**config.mk**
```make
export PLATFORM = sky130hd
export DESIGN_NAME = fifo_feed_dma
export DESIGN_NICKNAME = d
export VERILOG_FILES = /design/src/rtl/dma_pkg.sv /design/src/rtl/dma_addr_step.sv /design/src/rtl/dma_req_count.sv /design/src/rtl/dma_loop_ctr.sv /design/src/rtl/fifo_feed_dma.sv
export SDC_FILE = /design/constraint.sdc
export NUM_CORES = 1
export LEC_CHECK = 0
export ABC_AREA = 1
export CAP_MARGIN = 20
export CORE_ASPECT_RATIO = 1.1
export CORE_MARGIN = 8
export CORE_UTILIZATION = 40
export DETAILED_ROUTE_END_ITERATION = 6
export DONT_BUFFER_PORTS = 1
export PLACE_DENSITY_LB_ADDON = 0.1
export SETUP_SLACK_MARGIN = 0.05
export SYNTH_ARGS = -nofsm -noshare
export SYNTH_HDL_FRONTEND = slang
export SYNTH_HIERARCHICAL = 1
export SYNTH_SLANG_ARGS = --single-unit
```
**constraint.sdc**
```tcl
create_clock -name clk -period 10.85 [get_ports clk]
set_clock_uncertainty 0.15 [all_clocks]
set_input_delay 0 -clock clk [delete_from_list [all_inputs] [get_ports clk]]
set_output_delay 0 -clock clk [all_outputs]
set_load 0.005 [all_outputs]
```
**src/rtl/dma_pkg.sv**
```systemverilog
package dma_pkg;

  typedef enum logic [1:0] {
    ST_IDLE  = 2'd0,
    ST_READ  = 2'd1,
    ST_WRITE = 2'd2
  } dma_state_e;

  localparam logic [1:0] SZ_BYTE = 2'd0;
  localparam logic [1:0] SZ_HALF = 2'd1;
  localparam logic [1:0] SZ_WORD = 2'd2;

endpackage

```
**src/rtl/dma_addr_step.sv**
```systemverilog
module dma_addr_step #(
  parameter int AW   = 32,
  parameter int MODW = $clog2(AW)
) (
  input  logic [AW-1:0]   cur,
  input  logic [AW-1:0]   step,
  input  logic [AW-1:0]   adj,
  input  logic [MODW-1:0] modbits,
  input  logic            apply_adj,
  output logic [AW-1:0]   nxt
);

  logic [AW-1:0] sum;
  logic [AW-1:0] wrap_mask;
  logic [AW-1:0] wrapped;

  assign sum = cur + step;

  // bit i may change when modulo is off or i lies below the modulo bit count
  for (genvar gi = 0; gi < AW; gi++) begin : g_mask
    assign wrap_mask[gi] = (modbits == '0) || (MODW'(gi) < modbits);
  end

  assign wrapped = (cur & ~wrap_mask) | (sum & wrap_mask);
  assign nxt     = apply_adj ? (wrapped + adj) : wrapped;

endmodule

```
**src/rtl/dma_req_count.sv**
```systemverilog
module dma_req_count #(
  parameter int PEND_W = 4
) (
  input  logic clk,
  input  logic rst_n,
  input  logic clear,
  input  logic req,
  input  logic take,
  output logic has_req
);

  logic [PEND_W-1:0] pend_q;
  logic [PEND_W-1:0] pend_d;
  logic              pend_en;

  always_comb begin
    pend_d = pend_q;
    if (clear) begin
      pend_d = '0;
    end else begin
      if (req)  pend_d = pend_d + PEND_W'(1);
      if (take) pend_d = pend_d - PEND_W'(1);
    end
  end

  assign pend_en = clear | req | take;

  always_ff @(posedge clk or negedge rst_n) begin
    if (!rst_n) pend_q <= '0;
    else if (pend_en) pend_q <= pend_d;
  end

  assign has_req = (pend_q != '0);

  AST_PEND_NO_OVERFLOW: assert property (@(posedge clk) disable iff (!rst_n)
    !(req && !take && !clear && (pend_q == {PEND_W{1'b1}})));

  AST_TAKE_HAS_REQ: assert property (@(posedge clk) disable iff (!rst_n)
    (take && !clear) |-> has_req);

endmodule

```
**src/rtl/dma_loop_ctr.sv**
```systemverilog
module dma_loop_ctr #(
  parameter int NBW = 10,
  parameter int MJW = 10
) (
  input  logic           clk,
  input  logic           rst_n,
  input  logic           load,
  input  logic           elem_done,
  input  logic [NBW-1:0] nbytes,
  input  logic [MJW-1:0] nmajor,
  input  logic [NBW-1:0] elem_bytes,
  output logic           minor_last,
  output logic           major_last
);

  logic [NBW-1:0] bytes_q, bytes_d;
  logic [MJW-1:0] major_q, major_d;
  logic           cnt_en;

  assign minor_last = (bytes_q <= elem_bytes);
  assign major_last = (major_q <= MJW'(1));

  always_comb begin
    bytes_d = bytes_q;
    major_d = major_q;
    if (load) begin
      bytes_d = nbytes;
      major_d = nmajor;
    end else if (elem_done) begin
      if (minor_last) begin
        bytes_d = nbytes;
        major_d = major_last ? nmajor : (major_q - MJW'(1));
      end else begin
        bytes_d = bytes_q - elem_bytes;
      end
    end
  end

  assign cnt_en = load | elem_done;

  always_ff @(posedge clk or negedge rst_n) begin
    if (!rst_n) begin
      bytes_q <= '0;
      major_q <= '0;
    end else if (cnt_en) begin
      bytes_q <= bytes_d;
      major_q <= major_d;
    end
  end

  AST_MAJOR_RELOAD: assert property (@(posedge clk) disable iff (!rst_n)
    (elem_done && !load && minor_last && major_last) |=> (major_q == $past(nmajor)));

endmodule

```
**src/rtl/fifo_feed_dma.sv**
```systemverilog
module fifo_feed_dma
  import dma_pkg::*;
#(
  parameter int AW     = 32,
  parameter int DW     = 32,
  parameter int OW     = 16,
  parameter int NBW    = 10,
  parameter int MJW    = 10,
  parameter int PEND_W = 4,
  parameter int MODW   = $clog2(AW)
) (
  input  logic            clk,
  input  logic            rst_n,
  input  logic            cfg_load,
  input  logic [AW-1:0]   cfg_saddr,
  input  logic [AW-1:0]   cfg_daddr,
  input  logic [OW-1:0]   cfg_soff,
  input  logic [OW-1:0]   cfg_doff,
  input  logic [1:0]      cfg_size,
  input  logic [MODW-1:0] cfg_smod,
  input  logic [MODW-1:0] cfg_dmod,
  input  logic [NBW-1:0]  cfg_nbytes,
  input  logic [MJW-1:0]  cfg_nmajor,
  input  logic [AW-1:0]   cfg_slast,
  input  logic [AW-1:0]   cfg_dlast,
  input  logic            req,
  output logic            mem_valid,
  output logic            mem_write,
  output logic [AW-1:0]   mem_addr,
  output logic [1:0]      mem_size,
  output logic [DW-1:0]   mem_wdata,
  input  logic            mem_ready,
  input  logic [DW-1:0]   mem_rdata,
  output logic            irq
);

  localparam int EXT_W = AW - OW;

  // reset: asserted asynchronously, released on the clock
  logic rst_meta_q, rst_sync_q;
  always_ff @(posedge clk or negedge rst_n) begin
    if (!rst_n) begin
      rst_meta_q <= 1'b0;
      rst_sync_q <= 1'b0;
    end else begin
      rst_meta_q <= 1'b1;
      rst_sync_q <= rst_meta_q;
    end
  end

  // descriptor registers
  logic [AW-1:0]   soff_q, doff_q, slast_q, dlast_q;
  logic [1:0]      size_q;
  logic [MODW-1:0] smod_q, dmod_q;
  logic [NBW-1:0]  nbytes_q;
  logic [MJW-1:0]  nmajor_q;
  logic            desc_ok_q;
  logic            desc_en;

  dma_state_e      st_q, st_d;
  logic [AW-1:0]   saddr_q, saddr_d, daddr_q, daddr_d;
  logic [AW-1:0]   s_step, d_step;
  logic [DW-1:0]   rbuf_q;
  logic            irq_q;

  logic            load_ok;
  logic            elem_done, minor_done, major_done;
  logic            minor_last, major_last;
  logic            has_req;
  logic            addr_en, rbuf_en;
  logic [NBW-1:0]  elem_bytes;

  assign load_ok    = cfg_load && (st_q == ST_IDLE);
  assign desc_en    = load_ok;
  assign elem_done  = (st_q == ST_WRITE) && mem_ready;
  assign minor_done = elem_done && minor_last;
  assign major_done = minor_done && major_last;
  assign elem_bytes = NBW'(1) << size_q;

  always_ff @(posedge clk or negedge rst_sync_q) begin
    if (!rst_sync_q) begin
      soff_q    <= '0;
      doff_q    <= '0;
      slast_q   <= '0;
      dlast_q   <= '0;
      size_q    <= SZ_WORD;
      smod_q    <= '0;
      dmod_q    <= '0;
      nbytes_q  <= '0;
      nmajor_q  <= '0;
      desc_ok_q <= 1'b0;
    end else if (desc_en) begin
      soff_q    <= {{EXT_W{cfg_soff[OW-1]}}, cfg_soff};
      doff_q    <= {{EXT_W{cfg_doff[OW-1]}}, cfg_doff};
      slast_q   <= cfg_slast;
      dlast_q   <= cfg_dlast;
      size_q    <= cfg_size;
      smod_q    <= cfg_smod;
      dmod_q    <= cfg_dmod;
      nbytes_q  <= cfg_nbytes;
      nmajor_q  <= cfg_nmajor;
      desc_ok_q <= 1'b1;
    end
  end

  dma_addr_step #(.AW(AW), .MODW(MODW)) i_src_step (
    .cur      (saddr_q),
    .step     (soff_q),
    .adj      (slast_q),
    .modbits  (smod_q),
    .apply_adj(major_done),
    .nxt      (s_step)
  );

  dma_addr_step #(.AW(AW), .MODW(MODW)) i_dst_step (
    .cur      (daddr_q),
    .step     (doff_q),
    .adj      (dlast_q),
    .modbits  (dmod_q),
    .apply_adj(major_done),
    .nxt      (d_step)
  );

  dma_loop_ctr #(.NBW(NBW), .MJW(MJW)) i_loops (
    .clk       (clk),
    .rst_n     (rst_sync_q),
    .load      (load_ok),
    .elem_done (elem_done),
    .nbytes    (cfg_load ? cfg_nbytes : nbytes_q),
    .nmajor    (cfg_load ? cfg_nmajor : nmajor_q),
    .elem_bytes(elem_bytes),
    .minor_last(minor_last),
    .major_last(major_last)
  );

  dma_req_count #(.PEND_W(PEND_W)) i_reqs (
    .clk    (clk),
    .rst_n  (rst_sync_q),
    .clear  (load_ok),
    .req    (req),
    .take   (minor_done),
    .has_req(has_req)
  );

  // next-state logic
  always_comb begin
    st_d = st_q;
    unique case (st_q)
      ST_IDLE:  if (has_req && desc_ok_q && !cfg_load) st_d = ST_READ;
      ST_READ:  if (mem_ready) st_d = ST_WRITE;
      ST_WRITE: if (mem_ready) st_d = minor_last ? ST_IDLE : ST_READ;
      default:  st_d = ST_IDLE;
    endcase
  end

  assign addr_en = load_ok | elem_done;
  assign saddr_d = load_ok ? cfg_saddr : s_step;
  assign daddr_d = load_ok ? cfg_daddr : d_step;
  assign rbuf_en = (st_q == ST_READ) && mem_ready;

  always_ff @(posedge clk or negedge rst_sync_q) begin
    if (!rst_sync_q) begin
      st_q  <= ST_IDLE;
      irq_q <= 1'b0;
    end else begin
      st_q  <= st_d;
      irq_q <= major_done;
    end
  end

  always_ff @(posedge clk or negedge rst_sync_q) begin
    if (!rst_sync_q) begin
      saddr_q <= '0;
      daddr_q <= '0;
    end else if (addr_en) begin
      saddr_q <= saddr_d;
      daddr_q <= daddr_d;
    end
  end

  always_ff @(posedge clk or negedge rst_sync_q) begin
    if (!rst_sync_q) rbuf_q <= '0;
    else if (rbuf_en) rbuf_q <= mem_rdata;
  end

  assign mem_valid = (st_q != ST_IDLE);
  assign mem_write = (st_q == ST_WRITE);
  assign mem_addr  = mem_write ? daddr_q : saddr_q;
  assign mem_size  = size_q;
  assign mem_wdata = rbuf_q;
  assign irq       = irq_q;

  AST_BUS_HOLD: assert property (@(posedge clk) disable iff (!rst_sync_q)
    (mem_valid && !mem_ready) |=> (mem_valid && $stable(mem_addr) && $stable(mem_write)
                                   && $stable(mem_wdata)));

  AST_WRITE_FOLLOWS_READ: assert property (@(posedge clk) disable iff (!rst_sync_q)
    (mem_valid && mem_ready && !mem_write) |=> (mem_valid && mem_write
                                                && (mem_wdata == $past(mem_rdata))));

  AST_IRQ_SINGLE: assert property (@(posedge clk) disable iff (!rst_sync_q)
    irq |=> !irq);

  AST_IRQ_AFTER_WRITE: assert property (@(posedge clk) disable iff (!rst_sync_q)
    $rose(irq) |-> $past(mem_valid && mem_write && mem_ready));

  AST_LOAD_RESTARTS: assert property (@(posedge clk) disable iff (!rst_sync_q)
    load_ok |=> (!mem_valid && (saddr_q == $past(cfg_saddr))));

endmodule

```
Word-level counts from Yosys, hierarchy flattened:

Index checks and enable logic that the tools add are counted.

* bits in registers: 254
* bits of input ports: 229
* output and inout port bits: 69

* add/subtract/negate cells: 8
* order comparisons: 66
* eq/ne operators: 5
* shift-type cells: 1
* multiplexer cells: 23
* bitwise logic cells: 11
* reductions and logical operators: 82

Operator list (number)
* less-than comparator 5 bit (first input constant): 32
* 2-to-1 mux 32 bit: 5
* adder 32 bit: 4
* AND 32 bit: 4
* 2-to-1 mux 10 bit: 9
* less-than comparator 4 x 5 -> 1 bit (first input constant): 16
* logical OR 1 bit: 64
* NOT 32 bit: 2
* bitwise OR 32 bit: 2
* less-than comparator 3 x 5 -> 1 bit (first input constant): 8
* less-than comparator 1 x 5 -> 1 bit (first input constant): 4
* less-than comparator 2 x 5 -> 1 bit (first input constant): 4
* 2-to-1 mux 4 bit: 4
* <= comparator 10 x 1 -> 1 bit (second input constant): 1
* <= comparator 10 bit: 1
* zero test 5 bit: 2
* << shifter 1 x 2 -> 10 bit (first input constant): 1
* subtractor 10 x 1 -> 10 bit (second input constant): 1
* subtractor 10 bit: 1
* logical AND 1 bit: 7
* 2-to-1 mux 2 bit: 3
* case mux 2 bit (3 select lines): 1
* AND reduction 3 bit: 2
* nonzero test 2 bit: 3
* 12 further kinds: 15

Logic depth before layout (Yosys ltp):

* depth after elaboration: 8
* mapped depth: 31

Cells and area by module:

The synthesis kept the hierarchy.

Modules (own cells, without submodules)
* fifo_feed_dma: instances 1, cells an instance 1409, area each 10757.8 um^2, sequential area each 5756.8 um^2
* dma_addr_step (i_dst_step): instances 1, cells an instance 1112, area each 5572.8 um^2, sequential area each 0.0 um^2
* dma_addr_step (i_src_step): instances 1, cells an instance 1099, area each 5531.6 um^2, sequential area each 0.0 um^2
* dma_loop_ctr: instances 1, cells an instance 298, area each 1855.5 um^2, sequential area each 500.5 um^2
* dma_req_count: instances 1, cells an instance 50, area each 329.1 um^2, sequential area each 100.1 um^2

Least setup slack after synthesis:

OpenSTA, ideal clock, no wires.

* path kind: flip-flop to flip-flop
* start point: register daddr_q[0]
* end point: register daddr_q[30]
* arrival time: 3.184 ns
* slack: 7.399 ns
* stages on the path, launching flop included: 26
* buffers on the path: 0
* period minus slack after synthesis: 3.451 ns
* cell sequence: dfrtp_1 ha_1 fa_1 nand3_1 nand3_1 nand2_1 nand2_1 nand3_1 nand3_1 nand2_1 nand3_1 and2_1 ha_1 nand2_1 nor2_1 nand2_1 nor4_1 nand2_1 nand2_1 nand2_1 nand3_1 nand2_1 inv_1 nand2_1 nand3_2 nand2_1

* longest elaborated chain between the ends: 6
* elaborated cells on any way between the ends: 7
* classes of those cells: 2 x add/sub; 2 x mux; 3 x bitwise

Ends and longest elaborated chain
* from (decl): RTL line fifo_feed_dma.sv:61 `logic [AW-1:0] saddr_q, saddr_d, daddr_q, daddr_d;`
* from (signal assigned): RTL line fifo_feed_dma.sv:177 `daddr_q <= daddr_d;`
* adder 32 bit: RTL line dma_addr_step.sv:17 `assign sum = cur + step;`
* AND 32 bit: RTL line dma_addr_step.sv:24 `assign wrapped = (cur & ~wrap_mask) | (sum & wrap_mask);`
* bitwise OR 32 bit (*): RTL line dma_addr_step.sv:24
* adder 32 bit: RTL line dma_addr_step.sv:25 `assign nxt = apply_adj ? (wrapped + adj) : wrapped;`
* 2-to-1 mux 32 bit (*): RTL line dma_addr_step.sv:25
* via d_step[30]: RTL line fifo_feed_dma.sv:62 `logic [AW-1:0] s_step, d_step;`
* 2-to-1 mux 32 bit (*): RTL line fifo_feed_dma.sv:158 `assign daddr_d = load_ok ? cfg_daddr : d_step;`

Mark *: on every way through the listed nets, which the timed path passes. The rest lies on a longest branch.
A chain may end at the register's enable or synchronous reset.

Final worst setup path:

* start point: register, netlist name doff_q[15]
* end point: register daddr_q[30]

* longest elaborated chain between the ends: 6

Ends and longest elaborated chain (RTL line)
* adder 32 bit (*): dma_addr_step.sv:17
* AND 32 bit (*): dma_addr_step.sv:24
* bitwise OR 32 bit (*): dma_addr_step.sv:24
* adder 32 bit: dma_addr_step.sv:25
* 2-to-1 mux 32 bit (*): dma_addr_step.sv:25
* via d_step[30]: fifo_feed_dma.sv:62
* 2-to-1 mux 32 bit (*): fifo_feed_dma.sv:158

Marked as above.

==> results.ini <==
[run_status]
outcome = finished, violations left
violations = negative hold slack

[synth]
ys_seq_area_share_pct = 26.4
synth_top_cell_area_share_pct = 26.3
synth_top_area_cell = dfrtp_1
ys_types = 62
synth_area_leaders = dfrtp_1 26%, nand2_1 26%, inv_1 9.4%
avgSynthCellArea_um2 = 6.06
postSynthCellCount = 3968
syn_area_um2 = 24000
ys_ff_latch = 254
yosys_warnings = 6

[job]
maxCapViolCount = 0

[cts]
cts_sinks = 254
numCtsBuffers = 36
cts_tree = yes
cts.root.buffer_cell = clkbuf_16
clk_pin_slew_worst_paths_ns = 0.06
clock_latency_ns = 0.57
htree_levels = 2
cts_buffer_depth = 3

[cells_and_area]
n_fill_cell = 6051
fin_nets = 4714
areaGrowthSynthToFinish_pct = 25.0
drive_above_1_share_pct = 5.00
register_area_um2 = 6360
fin_cells = 5133
multiInputGateArea_um2 = 14700

[routing]
routedWlPerCell_um = 17.2
num_vias = 25330
drt-initial-drc-count = 1605
avgViaCountPerCell = 4.93
dr.pass1.iters = 6
ant_nets = 0
totalWireLength_um = 88100
drcViolationCount = 0

[place]
hpwl_um = 65600
placed_cells = 4646
io_buffer_count = 0
place_congestion = 0.950
place_ws_ns = 6.18

[timing]
rsz0062_at_grt = no
tns_ns = 0
post-route-period-util_pct = 42.5
timing.fmax_mhz = 217
worst_pin_slew_ns = 0.996
whs_ns = -0.0391
finalSetupViolations = 0
maxSlewHeadroom_pct = 33.6
hold_viol_final = 5
drv_slew = 0
setup_ws_ns = 6.24
fin_crit_ns = 4.61

[worst_setup_path]
reg2reg_from = doff_q[15]$_DFFE_PN0P_
start_kind = flop
crit_path_start = doff_q[15]$_DFFE_PN0P_
rr_worst_depth = 23
cp.arrival_ns = 4.88
critical_path.max_fanout = 18
worst_ep_required_time_ns = 11.12
cp-end-kind = flop
worstSetupPathType = flop to flop

[floorplanning]
coreArea_um2 = 59600
die_width_um = 250
die_h_um = 273
dieArea_um2 = 68200
rows = 94
start_util_pct = 40.3
top_level_ports = 298

[grt]
grt_max_degree = 143
grt_pass1_wl_um = 138000
antenna_found_initial = 1
grtUsageTotal_pct = 25.2
grt_pass1_vias = 25721
overflow = 0

[min_path]
min_from = cfg_load
hp-class = input pin to flop
hold_path_depth = 7

critical path, cell delays in order, from the launching register on:
cell and delay, ns:
dfrtp_1 0.66, ha_1 0.56, nand2_1 0.13, nor2_1 0.16
inv_1 0.12, nor2_1 0.14, nand3_1 0.14, nand4_1 0.12
nand3_1 0.17, and2_1 0.23, ha_1 0.43, nand2_1 0.14
nor2_1 0.26, nand2_1 0.14, nor4_1 0.19, nand2_1 0.16
nand2_1 0.10, nand2_1 0.05, nand3_1 0.08, nand2_1 0.07
inv_1 0.05, nand2_1 0.06, nand3_2 0.11, nand2_1 0.06
state kept, by name (all words and copies together) (netlist names), 10 cells and up:
name / cells
nbytes_q: 10
slast_q: 32
saddr_q: 32
nmajor_q: 10
soff_q: 16
i_loops/bytes_q: 10
mem_wdata: 32
daddr_q: 32
dlast_q: 32
doff_q: 16
i_loops/major_q: 10
cell type report:
class                      instances  area share (%)
sequential                       254            21.2
multi-input combinational       2991            49.1
clock buffer                      46            3.43
inverter                         626            7.91
tap                              768            3.20
timing repair buffer             428            14.5
clock inverter                    19           0.720
antenna                            1         0.00833
stage by stage:
step | util, % | area, um2
after floorplan | - | 24100
after global placement | 41.1 | 24500
after detailed placement | 41.1 | 24500
after CTS | 50.2 | 29900
after global routing | 50.4 | 30100
final | 50.4 | 30100
worst paths after layout:
check | slack (ns) | endpoint
worst min register to register | 0.16 | mem_wdata[24]$_DFFE_PN0P_
min in group asynchronous | 0.11 | rst_sync_q$_DFF_PN0_
worst max register to register | 6.24 | daddr_q[30]$_DFFE_PN0P_
max in group asynchronous | 8.76 | mem_size[1]$_DFFE_PN1P_
worst max-delay path | 6.24 | daddr_q[30]$_DFFE_PN0P_
worst min-delay path | -0.04 | i_loops/major_q[3]$_DFFE_PN0P_
synth_stat cells (all sizes together):
master	number
a31o	1
clkbuf	27
mux2i	1
nand3b	22
a21oi	132
nor2	234
buf	75
ha	143
dfstp	1
clkinv	2
o21bai	20
fa	5
a211oi	1
nand3	334
nand2	1703
o21ai	175
nand4	29
nor3b	2
o211ai	7
inv	624
and3	5
or2	38
mux2	1
nand2b	2
nor3	26
a21boi	15
a31oi	1
and2	11
o21a	6
xnor2	46
xor2	15
a21o	6
conb	2
dfrtp	253
o31ai	1
nor4	2
logic make-up after synthesis:
kind of cell	after synthesis	synth area share [%]
and+or+nand+nor	2408	42.1
xor gates and xnor gates	61	2.22
other	2	0.0312
DFF	254	26.4
adders and majority gates	148	7.86
AOI/OAI and AO/OA	365	8.81
buffers and inverters	728	12.4
muxes	2	0.0885
timing repair:
action / CTS / global route
buffers inserted: 0 / 0
hold buffers: 415 / 1
resized for setup: 0 / 0
endpoints found under the hold margin: 253 / 33
layer usage:
| layer | global-route usage, % | up-vias | wire length, um |
|---|---|---|---|
| li1 | - | 13026 | - |
| met1 | 29.9 | 11516 | 37700 |
| met2 | 45.8 | 601 | 43400 |
| met3 | 2.86 | 187 | 3100 |
| met4 | 10.5 | 0 | 3890 |
| met5 | 0 | - | 0 |
cells in the final DEF, fill, tap and decap left out, types with 9 or more instances in the layout:
master,n
nor3_1,24
a21oi_1,125
nand2_1,1683
nor2_2,10
nand4_1,29
inv_1,603
xnor2_1,46
ha_1,143
and2_1,11
nor2_1,216
o21ai_2,28
or2_1,23
or2_2,13
nand2_2,12
dfrtp_1,252
o21bai_1,20
clkinv_2,9
nand3_1,309
xor2_1,15
o21ai_0,138
a21boi_1,10
inv_2,13
nand3_2,25
nand3b_1,22
clkbuf_16,37
o21ai_1,9
dlygate4sd3_1,415
Power is left out: the tool's default activity adds up to more than one toggle a clock period on the data nets, which glitch-free logic cannot reach.
